`src/rtl/fw_pkg.sv`:
```
// Package: shared types of the flash wrapper transaction controller.
// Assumes nothing beyond IEEE 1800-2017.
package fw_pkg;
    // Kind of long operation held by the sequencer
    typedef enum logic [1:0] {
        OP_NONE  = 2'd0,
        OP_PROG  = 2'd1,
        OP_ERASE = 2'd2
    } long_op_e;
endpackage

```
`src/rtl/fw_seq.sv`:
```
// Module: long-operation sequencer. Holds one program or erase, counts its
// latency down, handles an erase suspend and signals commit or fault at done.
// Assumes: start is only raised while not busy; PROG_LAT, ERASE_LAT >= 2;
// SUSP_LAT >= 1 and SUSP_LAT <= ERASE_LAT.
module fw_seq
    import fw_pkg::*;
#(
    parameter int ADDR_W    = 5,
    parameter int DATA_W    = 16,
    parameter int PT_W      = 2,
    parameter logic [(1<<PT_W)-1:0] PROG_MASK = 4'b0011,
    parameter int PROG_LAT  = 6,
    parameter int ERASE_LAT = 20,
    parameter int SUSP_LAT  = 3
) (
    input  logic              clk,
    input  logic              rst_n,
    input  logic              start_prog,
    input  logic              start_erase,
    input  logic [ADDR_W-1:0] start_addr,
    input  logic [DATA_W-1:0] start_data,
    input  logic [PT_W-1:0]   start_type,
    input  logic              susp_req,
    output logic              busy,
    output logic              is_erase,
    output logic              long_done,
    output logic              susp_ack,
    output logic              wr_prog,
    output logic              wr_erase,
    output logic              type_fault,
    output logic [ADDR_W-1:0] op_addr,
    output logic [DATA_W-1:0] op_data
);
    localparam int MAX_LAT = (PROG_LAT > ERASE_LAT) ? PROG_LAT : ERASE_LAT;
    localparam int CNT_W   = $clog2(MAX_LAT + 1);
    localparam logic [CNT_W-1:0] PROG_LOAD  = CNT_W'(PROG_LAT - 1);
    localparam logic [CNT_W-1:0] ERASE_LOAD = CNT_W'(ERASE_LAT - 1);
    localparam logic [CNT_W-1:0] SUSP_LOAD  = CNT_W'(SUSP_LAT - 1);

    long_op_e         op_q;
    logic [CNT_W-1:0] cnt_q;
    logic [CNT_W-1:0] cnt_dec;
    logic             susp_q;
    logic             bad_q;

    // Decode state into the completion and suspend strobes
    always_comb begin
        busy       = (op_q != OP_NONE);
        is_erase   = (op_q == OP_ERASE);
        long_done  = busy && (cnt_q == '0);
        susp_ack   = susp_req && is_erase && !susp_q && (cnt_q != '0);
        wr_prog    = long_done && (op_q == OP_PROG) && !bad_q;
        type_fault = long_done && (op_q == OP_PROG) && bad_q;
        wr_erase   = long_done && is_erase && !susp_q;
        cnt_dec    = cnt_q - 1'b1;
    end

    // Capture a new operation, count it down, shorten it on suspend
    always_ff @(posedge clk) begin
        if (!rst_n) begin
            op_q    <= OP_NONE;
            cnt_q   <= '0;
            susp_q  <= 1'b0;
            bad_q   <= 1'b0;
            op_addr <= '0;
            op_data <= '0;
        end else if (start_prog || start_erase) begin
            op_q    <= start_prog ? OP_PROG : OP_ERASE;
            cnt_q   <= start_prog ? PROG_LOAD : ERASE_LOAD;
            susp_q  <= 1'b0;
            bad_q   <= start_prog && !PROG_MASK[start_type];
            op_addr <= start_addr;
            op_data <= start_data;
        end else if (long_done) begin
            op_q   <= OP_NONE;
            susp_q <= 1'b0;
        end else if (busy) begin
            if (susp_ack) begin
                susp_q <= 1'b1;
                cnt_q  <= (cnt_dec < SUSP_LOAD) ? cnt_dec : SUSP_LOAD;
            end else begin
                cnt_q <= cnt_dec;
            end
        end
    end
endmodule

```
`src/rtl/fw_array.sv`:
```
// Module: register-based storage. Resets to all ones; program ANDs data into
// one word; erase sets a whole page to ones. Combinational read port.
// Assumes wr_prog and wr_erase are never high together.
module fw_array #(
    parameter int ADDR_W = 5,
    parameter int DATA_W = 16,
    parameter int PAGE_W = 2
) (
    input  logic              clk,
    input  logic              rst_n,
    input  logic              wr_prog,
    input  logic              wr_erase,
    input  logic [ADDR_W-1:0] wr_addr,
    input  logic [DATA_W-1:0] wr_data,
    input  logic [ADDR_W-1:0] rd_addr,
    output logic [DATA_W-1:0] rd_word
);
    localparam int WORDS = 1 << ADDR_W;
    localparam int PG_W  = ADDR_W - PAGE_W;

    logic [DATA_W-1:0] mem [WORDS];

    // Update every word: reset, program AND, or page erase
    always_ff @(posedge clk) begin
        for (int w = 0; w < WORDS; w++) begin
            if (!rst_n) begin
                mem[w] <= '1;
            end else if (wr_prog && (wr_addr == ADDR_W'(w))) begin
                mem[w] <= mem[w] & wr_data;
            end else if (wr_erase && (PG_W'(w >> PAGE_W) == wr_addr[ADDR_W-1:PAGE_W])) begin
                mem[w] <= '1;
            end
        end
    end

    // Read the addressed word
    assign rd_word = mem[rd_addr];
endmodule

```
`src/rtl/fw_rdpipe.sv`:
```
// Module: two-stage read pipeline. A read taken in cycle c looks up storage
// in cycle c+1 and presents done and data in cycle c+2. Accepts one read per
// cycle, so at most two are outstanding.
module fw_rdpipe #(
    parameter int ADDR_W = 5,
    parameter int DATA_W = 16
) (
    input  logic              clk,
    input  logic              rst_n,
    input  logic              take,
    input  logic [ADDR_W-1:0] take_addr,
    input  logic [DATA_W-1:0] arr_word,
    output logic [ADDR_W-1:0] arr_addr,
    output logic              rd_done,
    output logic [DATA_W-1:0] rd_data
);
    logic s1_v;
    logic s2_v;

    // Advance the address stage and the data stage
    always_ff @(posedge clk) begin
        if (!rst_n) begin
            s1_v     <= 1'b0;
            arr_addr <= '0;
            s2_v     <= 1'b0;
            rd_data  <= '0;
        end else begin
            s1_v     <= take;
            arr_addr <= take ? take_addr : arr_addr;
            s2_v     <= s1_v;
            rd_data  <= s1_v ? arr_word : rd_data;
        end
    end

    assign rd_done = s2_v;
endmodule

```
`src/rtl/fw_errstat.sv`:
```
// Module: per-bank error status with write-one-to-clear and a level IRQ.
// A set in the same cycle as a clear of that bit wins.
module fw_errstat #(
    parameter int NUM_BANKS = 2,
    parameter int ADDR_W    = 5
) (
    input  logic                 clk,
    input  logic                 rst_n,
    input  logic                 fault,
    input  logic [ADDR_W-1:0]    fault_addr,
    input  logic                 clr_we,
    input  logic [NUM_BANKS-1:0] clr_data,
    output logic [NUM_BANKS-1:0] status,
    output logic                 irq
);
    localparam int BANK_W = (NUM_BANKS > 1) ? $clog2(NUM_BANKS) : 1;

    logic [NUM_BANKS-1:0] set_vec;
    logic [NUM_BANKS-1:0] clr_vec;

    // Decode the faulting bank from the top address bits
    for (genvar b = 0; b < NUM_BANKS; b++) begin : g_bank
        if (NUM_BANKS > 1) begin : g_multi
            assign set_vec[b] = fault && (fault_addr[ADDR_W-1 -: BANK_W] == BANK_W'(b));
        end else begin : g_single
            assign set_vec[b] = fault;
        end
    end

    assign clr_vec = clr_we ? clr_data : '0;

    // Hold status: clear by write-one, set by fault (set wins)
    always_ff @(posedge clk) begin
        if (!rst_n) status <= '0;
        else        status <= (status & ~clr_vec) | set_vec;
    end

    assign irq = |status;
endmodule

```
`src/rtl/flash_txn_ctrl.sv`:
```
// Module: flash wrapper transaction controller (top). Arbitrates read >
// program > erase, gives a combinational ack, and returns done from either
// the read pipeline or the long-operation sequencer.
// Assumes requests are held until ack; parameter limits as in fw_seq.
module flash_txn_ctrl
    import fw_pkg::*;
#(
    parameter int ADDR_W    = 5,
    parameter int DATA_W    = 16,
    parameter int PAGE_W    = 2,
    parameter int NUM_BANKS = 2,
    parameter int PT_W      = 2,
    parameter logic [(1<<PT_W)-1:0] PROG_MASK = 4'b0011,
    parameter int PROG_LAT  = 6,
    parameter int ERASE_LAT = 20,
    parameter int SUSP_LAT  = 3
) (
    input  logic                 clk,
    input  logic                 rst_n,
    input  logic                 req_rd,
    input  logic                 req_prog,
    input  logic                 req_erase,
    input  logic [ADDR_W-1:0]    req_addr,
    input  logic [PT_W-1:0]      req_ptype,
    input  logic [DATA_W-1:0]    req_wdata,
    input  logic                 susp_req,
    output logic                 ack,
    output logic                 done,
    output logic [DATA_W-1:0]    rd_data,
    output logic                 susp_ack,
    input  logic                 err_clr_we,
    input  logic [NUM_BANKS-1:0] err_clr_data,
    output logic [NUM_BANKS-1:0] err_status,
    output logic                 err_irq
);
    logic              seq_busy, seq_is_erase, long_done;
    logic              wr_prog, wr_erase, type_fault;
    logic [ADDR_W-1:0] op_addr, arr_addr;
    logic [DATA_W-1:0] op_data, arr_word;
    logic              take_rd, take_prog, take_erase, rd_done;

    // Arbitrate requests while no long operation is held
    always_comb begin
        take_rd    = req_rd && !seq_busy;
        take_prog  = req_prog && !req_rd && !seq_busy;
        take_erase = req_erase && !req_rd && !req_prog && !seq_busy;
        ack        = take_rd || take_prog || take_erase;
        done       = rd_done || long_done;
    end

    fw_seq #(
        .ADDR_W(ADDR_W), .DATA_W(DATA_W), .PT_W(PT_W), .PROG_MASK(PROG_MASK),
        .PROG_LAT(PROG_LAT), .ERASE_LAT(ERASE_LAT), .SUSP_LAT(SUSP_LAT)
    ) u_seq (
        .clk(clk), .rst_n(rst_n),
        .start_prog(take_prog), .start_erase(take_erase),
        .start_addr(req_addr), .start_data(req_wdata), .start_type(req_ptype),
        .susp_req(susp_req),
        .busy(seq_busy), .is_erase(seq_is_erase), .long_done(long_done),
        .susp_ack(susp_ack), .wr_prog(wr_prog), .wr_erase(wr_erase),
        .type_fault(type_fault), .op_addr(op_addr), .op_data(op_data)
    );

    fw_array #(.ADDR_W(ADDR_W), .DATA_W(DATA_W), .PAGE_W(PAGE_W)) u_array (
        .clk(clk), .rst_n(rst_n),
        .wr_prog(wr_prog), .wr_erase(wr_erase),
        .wr_addr(op_addr), .wr_data(op_data),
        .rd_addr(arr_addr), .rd_word(arr_word)
    );

    fw_rdpipe #(.ADDR_W(ADDR_W), .DATA_W(DATA_W)) u_rdpipe (
        .clk(clk), .rst_n(rst_n),
        .take(take_rd), .take_addr(req_addr),
        .arr_word(arr_word), .arr_addr(arr_addr),
        .rd_done(rd_done), .rd_data(rd_data)
    );

    fw_errstat #(.NUM_BANKS(NUM_BANKS), .ADDR_W(ADDR_W)) u_err (
        .clk(clk), .rst_n(rst_n),
        .fault(type_fault), .fault_addr(op_addr),
        .clr_we(err_clr_we), .clr_data(err_clr_data),
        .status(err_status), .irq(err_irq)
    );
endmodule

```
`config.mk`:
```
export PLATFORM = sky130hd
export DESIGN_NAME = flash_txn_ctrl
export DESIGN_NICKNAME = d
export VERILOG_FILES = /design/src/rtl/fw_pkg.sv /design/src/rtl/fw_seq.sv /design/src/rtl/fw_array.sv /design/src/rtl/fw_rdpipe.sv /design/src/rtl/fw_errstat.sv /design/src/rtl/flash_txn_ctrl.sv
export SDC_FILE = /design/constraint.sdc
export NUM_CORES = 1
export LEC_CHECK = 0
export BUFFER_PORTS_ARGS = -buffer_cell sky130_fd_sc_hd__buf_2
export CORE_AREA = 5 5 232 290
export CTS_BUF_LIST = sky130_fd_sc_hd__clkbuf_4
export DETAILED_ROUTE_END_ITERATION = 16
export DIE_AREA = 0 0 237 295
export GPL_TIMING_DRIVEN = 0
export HOLD_SLACK_MARGIN = 0.15
export PLACE_DENSITY = 0.54
export RECOVER_POWER = 50
export SYNTH_ARGS = -nofsm -noshare
export SYNTH_HDL_FRONTEND = slang
export SYNTH_SLANG_ARGS = --single-unit
export TNS_END_PERCENT = 1
```
`constraint.sdc`:
```
create_clock -name clk -period 3.9 [get_ports clk]
set_input_delay 0.78 -clock clk [delete_from_list [all_inputs] [get_ports clk]]
set_output_delay 0.78 -clock clk [all_outputs]
set_load 0.01 [all_outputs]
```
==> impl_metrics.json <==
{
  "outcome": "complete, but fails checks",
  "violations": "setup timing",
  "fmax_mhz": 252,
  "cts_made_buffers": 149,
  "async_reset_ff_frac": 0,
  "cts_setup_buffers": 0,
  "layout-area-overhead-vs-synth_pct": 15.1,
  "synth_top_cell_by_area": "edfxtp_1",
  "clock-sinks": 567,
  "layout-drive-gt1-share": 0.162,
  "fin_skew_ns": 0.0453,
  "cpMostUsedCell": "buf_2",
  "antenna_left": 0,
  "syn-num-nets": 2313,
  "cp_num_buf_inv": 4,
  "drc": 0,
  "final_max_slew_viol_count": 0,
  "num-fill-cells": 5985,
  "syn_area_um2": 26700,
  "cts_root_buffer": "clkbuf_4",
  "die_w_um": 237,
  "worstPathArrival_ns": 3.18,
  "p_total_uw": 13300,
  "synth_cells": 2280,
  "grt_overflow": 0,
  "synth-edff-count": 512,
  "dr.pass1.iters": 6,
  "grt_pass1_wl_um": 132000,
  "grt_pass1_vias": 19700,
  "die_area_um2": 69900,
  "crit_chain": "dlygate4sd3_1 > buf_2 > o21ai_0 > clkbuf_1 > nand2_1 > buf_2",
  "cap_violations": 0,
  "critPathLaunchType": "primary input",
  "worst_slew_pin_slew_ns": 1.22,
  "cp_max_fo": 10,
  "ir_drop_mv": 0.202,
  "cts_max_path_buffers": 3,
  "slowest_stage": "o21ai_0",
  "path_clk_slew_ns": 0.06,
  "synth_seq_cells": 567,
  "end_kind": "primary output",
  "criticalPathCategory": "primary input to primary output",
  "cp_slowest_stage_delay_ns": 0.95,
  "seq_area_frac_synth": 0.618,
  "fin_util": 0.479,
  "ys_types": 45,
  "fp.dieH_um": 295,
  "start_util": 0.416,
  "min_period_ns": 3.96,
  "hold_class": "flip-flop to flip-flop",
  "avgSynthCellArea_um2": 11.7,
  "cts_tree": "done",
  "rsz0062_at_grt": "true",
  "initialDrtViolationCount": 1925,
  "ioPinCount": 54,
  "vias": 20000,
  "port_buffers": 51,
  "instances_no_fill": 3487,
  "antenna_found_initial": 4,
  "std_cell_rows": 104,
  "leakagePower_uw": 0.00864,
  "vias_per_cell": 5.74,
  "finalCritPeriodShare": 1.02,
  "dp.cells": 3199,
  "grt_max_degree": 17,
  "final-hold-violation-count": 0,
  "ys.flop_type": "edfxtp_1",
  "setup_ws_ns": -0.0616,
  "num-nets-final": 2567,
  "ys_top_cells_by_area": "edfxtp_1 58%, mux2i_1 9.6%, nand2_1 8.2%, a21o_1 7.2%, dfxtp_1 4.1%",
  "grt_use_total": 0.258,
  "power_density_nw_per_um2": 432,
  "setup_viol": 60,
  "htree_levels": 4,
  "wire_per_inst_um": 26.5,
  "routabilityCongestion": 1.01,
  "core_um2": 64200,
  "hpwl_um": 66600,
  "yosysWarnings": 0,
  "relSlewSlack": 0.176,
  "clkLatencyLatePin_ns": 0.98,
  "critPathTopFamily": "buffers and inverters",
  "yosysTopAreaCellShare": 0.576,
  "critPathRequiredTime_ns": 3.12,
  "routed_wl_um": 92500
}
==> cells in the mapped netlist (all sizes together), types with 2 or more instances <==
| master | number |
|---|---|
| mux2i | 256 |
| a22oi | 129 |
| nand2b | 7 |
| nor4b | 2 |
| nor2 | 33 |
| nand3 | 22 |
| a21oi | 120 |
| xor2 | 2 |
| or2 | 2 |
| a21o | 256 |
| or4 | 17 |
| a32oi | 4 |
| and2 | 3 |
| inv | 4 |
| clkbuf | 115 |
| dfxtp | 55 |
| a31oi | 4 |
| edfxtp | 512 |
| nor3b | 2 |
| nor3 | 3 |
| buf | 75 |
| nand2 | 583 |
| nor2b | 6 |
| o21ai | 54 |
==> area by class of cell <==
| type | instances | area [um^2] | area share |
|---|---|---|---|
| multi-input combinational | 1518 | 9550 | 0.311 |
| timing repair buffer | 103 | 865 | 0.0282 |
| inverter | 5 | 18.8 | 0.000611 |
| tap | 848 | 1060 | 0.0346 |
| sequential | 567 | 16500 | 0.537 |
| antenna | 1 | 2.50 | 0.0000815 |
| clock inverter | 26 | 203 | 0.00660 |
| clock buffer | 229 | 1720 | 0.0560 |
| buffer | 190 | 800 | 0.0260 |
==> path summary, 6_finish.rpt <==
path / start / endpoint / slack, ns / depth (start not counted)
worst max register to register: u_seq.cnt_q[0] / u_array.mem[13][9] / -0.04 / 8
worst max-delay path: req_prog / ack / -0.06 / 6
worst min-delay path: u_seq.op_addr[2] / u_seq.op_addr[2] / 0.50 / 2
worst min register to register: u_seq.op_addr[2] / u_seq.op_addr[2] / 0.50 / 2
==> per-layer routing <==
layer	GRT usage	up-vias	share of wire	wire [um]
met5	0	-	0	0
met4	0.144	0	0.058	5360
met3	0.0605	216	0.066	6100
met2	0.433	836	0.49	44900
met1	0.309	10000	0.39	36200
li1	-	8930	-	-
==> state kept, by name, summed over array words and instances (netlist names) <==
name               flops
u_seq.susp_q           1
u_err.status           2
u_rdpipe.rd_data      16
u_seq.op_q             2
u_rdpipe.s1_v          1
u_seq.bad_q            1
u_array.mem          512
u_seq.op_data         16
u_seq.op_addr          5
u_seq.cnt_q            5
u_rdpipe.arr_addr      5
u_rdpipe.rd_done       1
==> cell families after synthesis <==
family / share of synthesized area
XOR/XNOR: 0.000657
multiplexers: 0.0961
adder cells (fa/ha/maj): 0.000469
AO/OA/AOI/OAI: 0.145
buffers and inverters: 0.0307
AND/OR/NAND/NOR: 0.109
flip-flops: 0.618
==> report_power, final <==
part	internal, uW	switching [uW]
Combinational	308	886
Sequential	6650	38.7
Clock	2860	2530
Total	9810	3450
==> worst reg2reg max path, delay by kind of cell, from the launching register on <==
family                     cells  cell delay (ns)
AOI/OAI and AO/OA              1             0.90
adders and majority gates      1             0.27
buffers and inverters          3             0.75
DFF                            1             0.34
and+or+nand+nor                3             1.28
==> placed cells by master, fill, tap and decap left out, types with 2 or more instances in the layout <==
cell           count
a21o_1           256
a21oi_1          120
a22oi_1          129
a31oi_1            4
a32oi_1            4
and2_1             2
buf_1             20
buf_2            104
buf_6              3
buf_8             17
bufinv_16          3
clkbuf_1         115
clkbuf_4         229
clkinv_1          12
clkinv_2           2
clkinvlp_4         5
dfxtp_1           55
dlygate4sd3_1     32
edfxtp_1         512
inv_1              4
inv_2              4
mux2i_1          256
nand2_1          583
nand2b_1           7
nand3_1           12
nand3_4           10
nor2_1            23
nor2_2            10
nor2b_1            6
nor3_1             2
nor4b_1            2
o21ai_0           21
o21ai_2           27
o21ai_4            5
or2_2              2
or4_1             17
xor2_1             2
==> metrics by stage <==
stage	setup TNS (ns)	area, um^2	setup WS, ns	hold slack [ns]
floorplan	0	26700	0.503	0.465
finish	-1.02	30700	-0.0616	0.503
global placement	-436.85	28000	-1.12	0.489
CTS	-1.07	30700	-0.0429	0.372
detailed placement	-0.0500	28400	-0.00446	0.493
global route	-18.00	30700	-0.245	0.418
==> timing repair <==
item                                   in CTS  in global routing
setup endpoints to repair                  62                146
hold buffers                               32                  0
endpoints found under the hold margin      33                  0
resized for setup                           0                  6
Power figures use the tool's default switching activity.
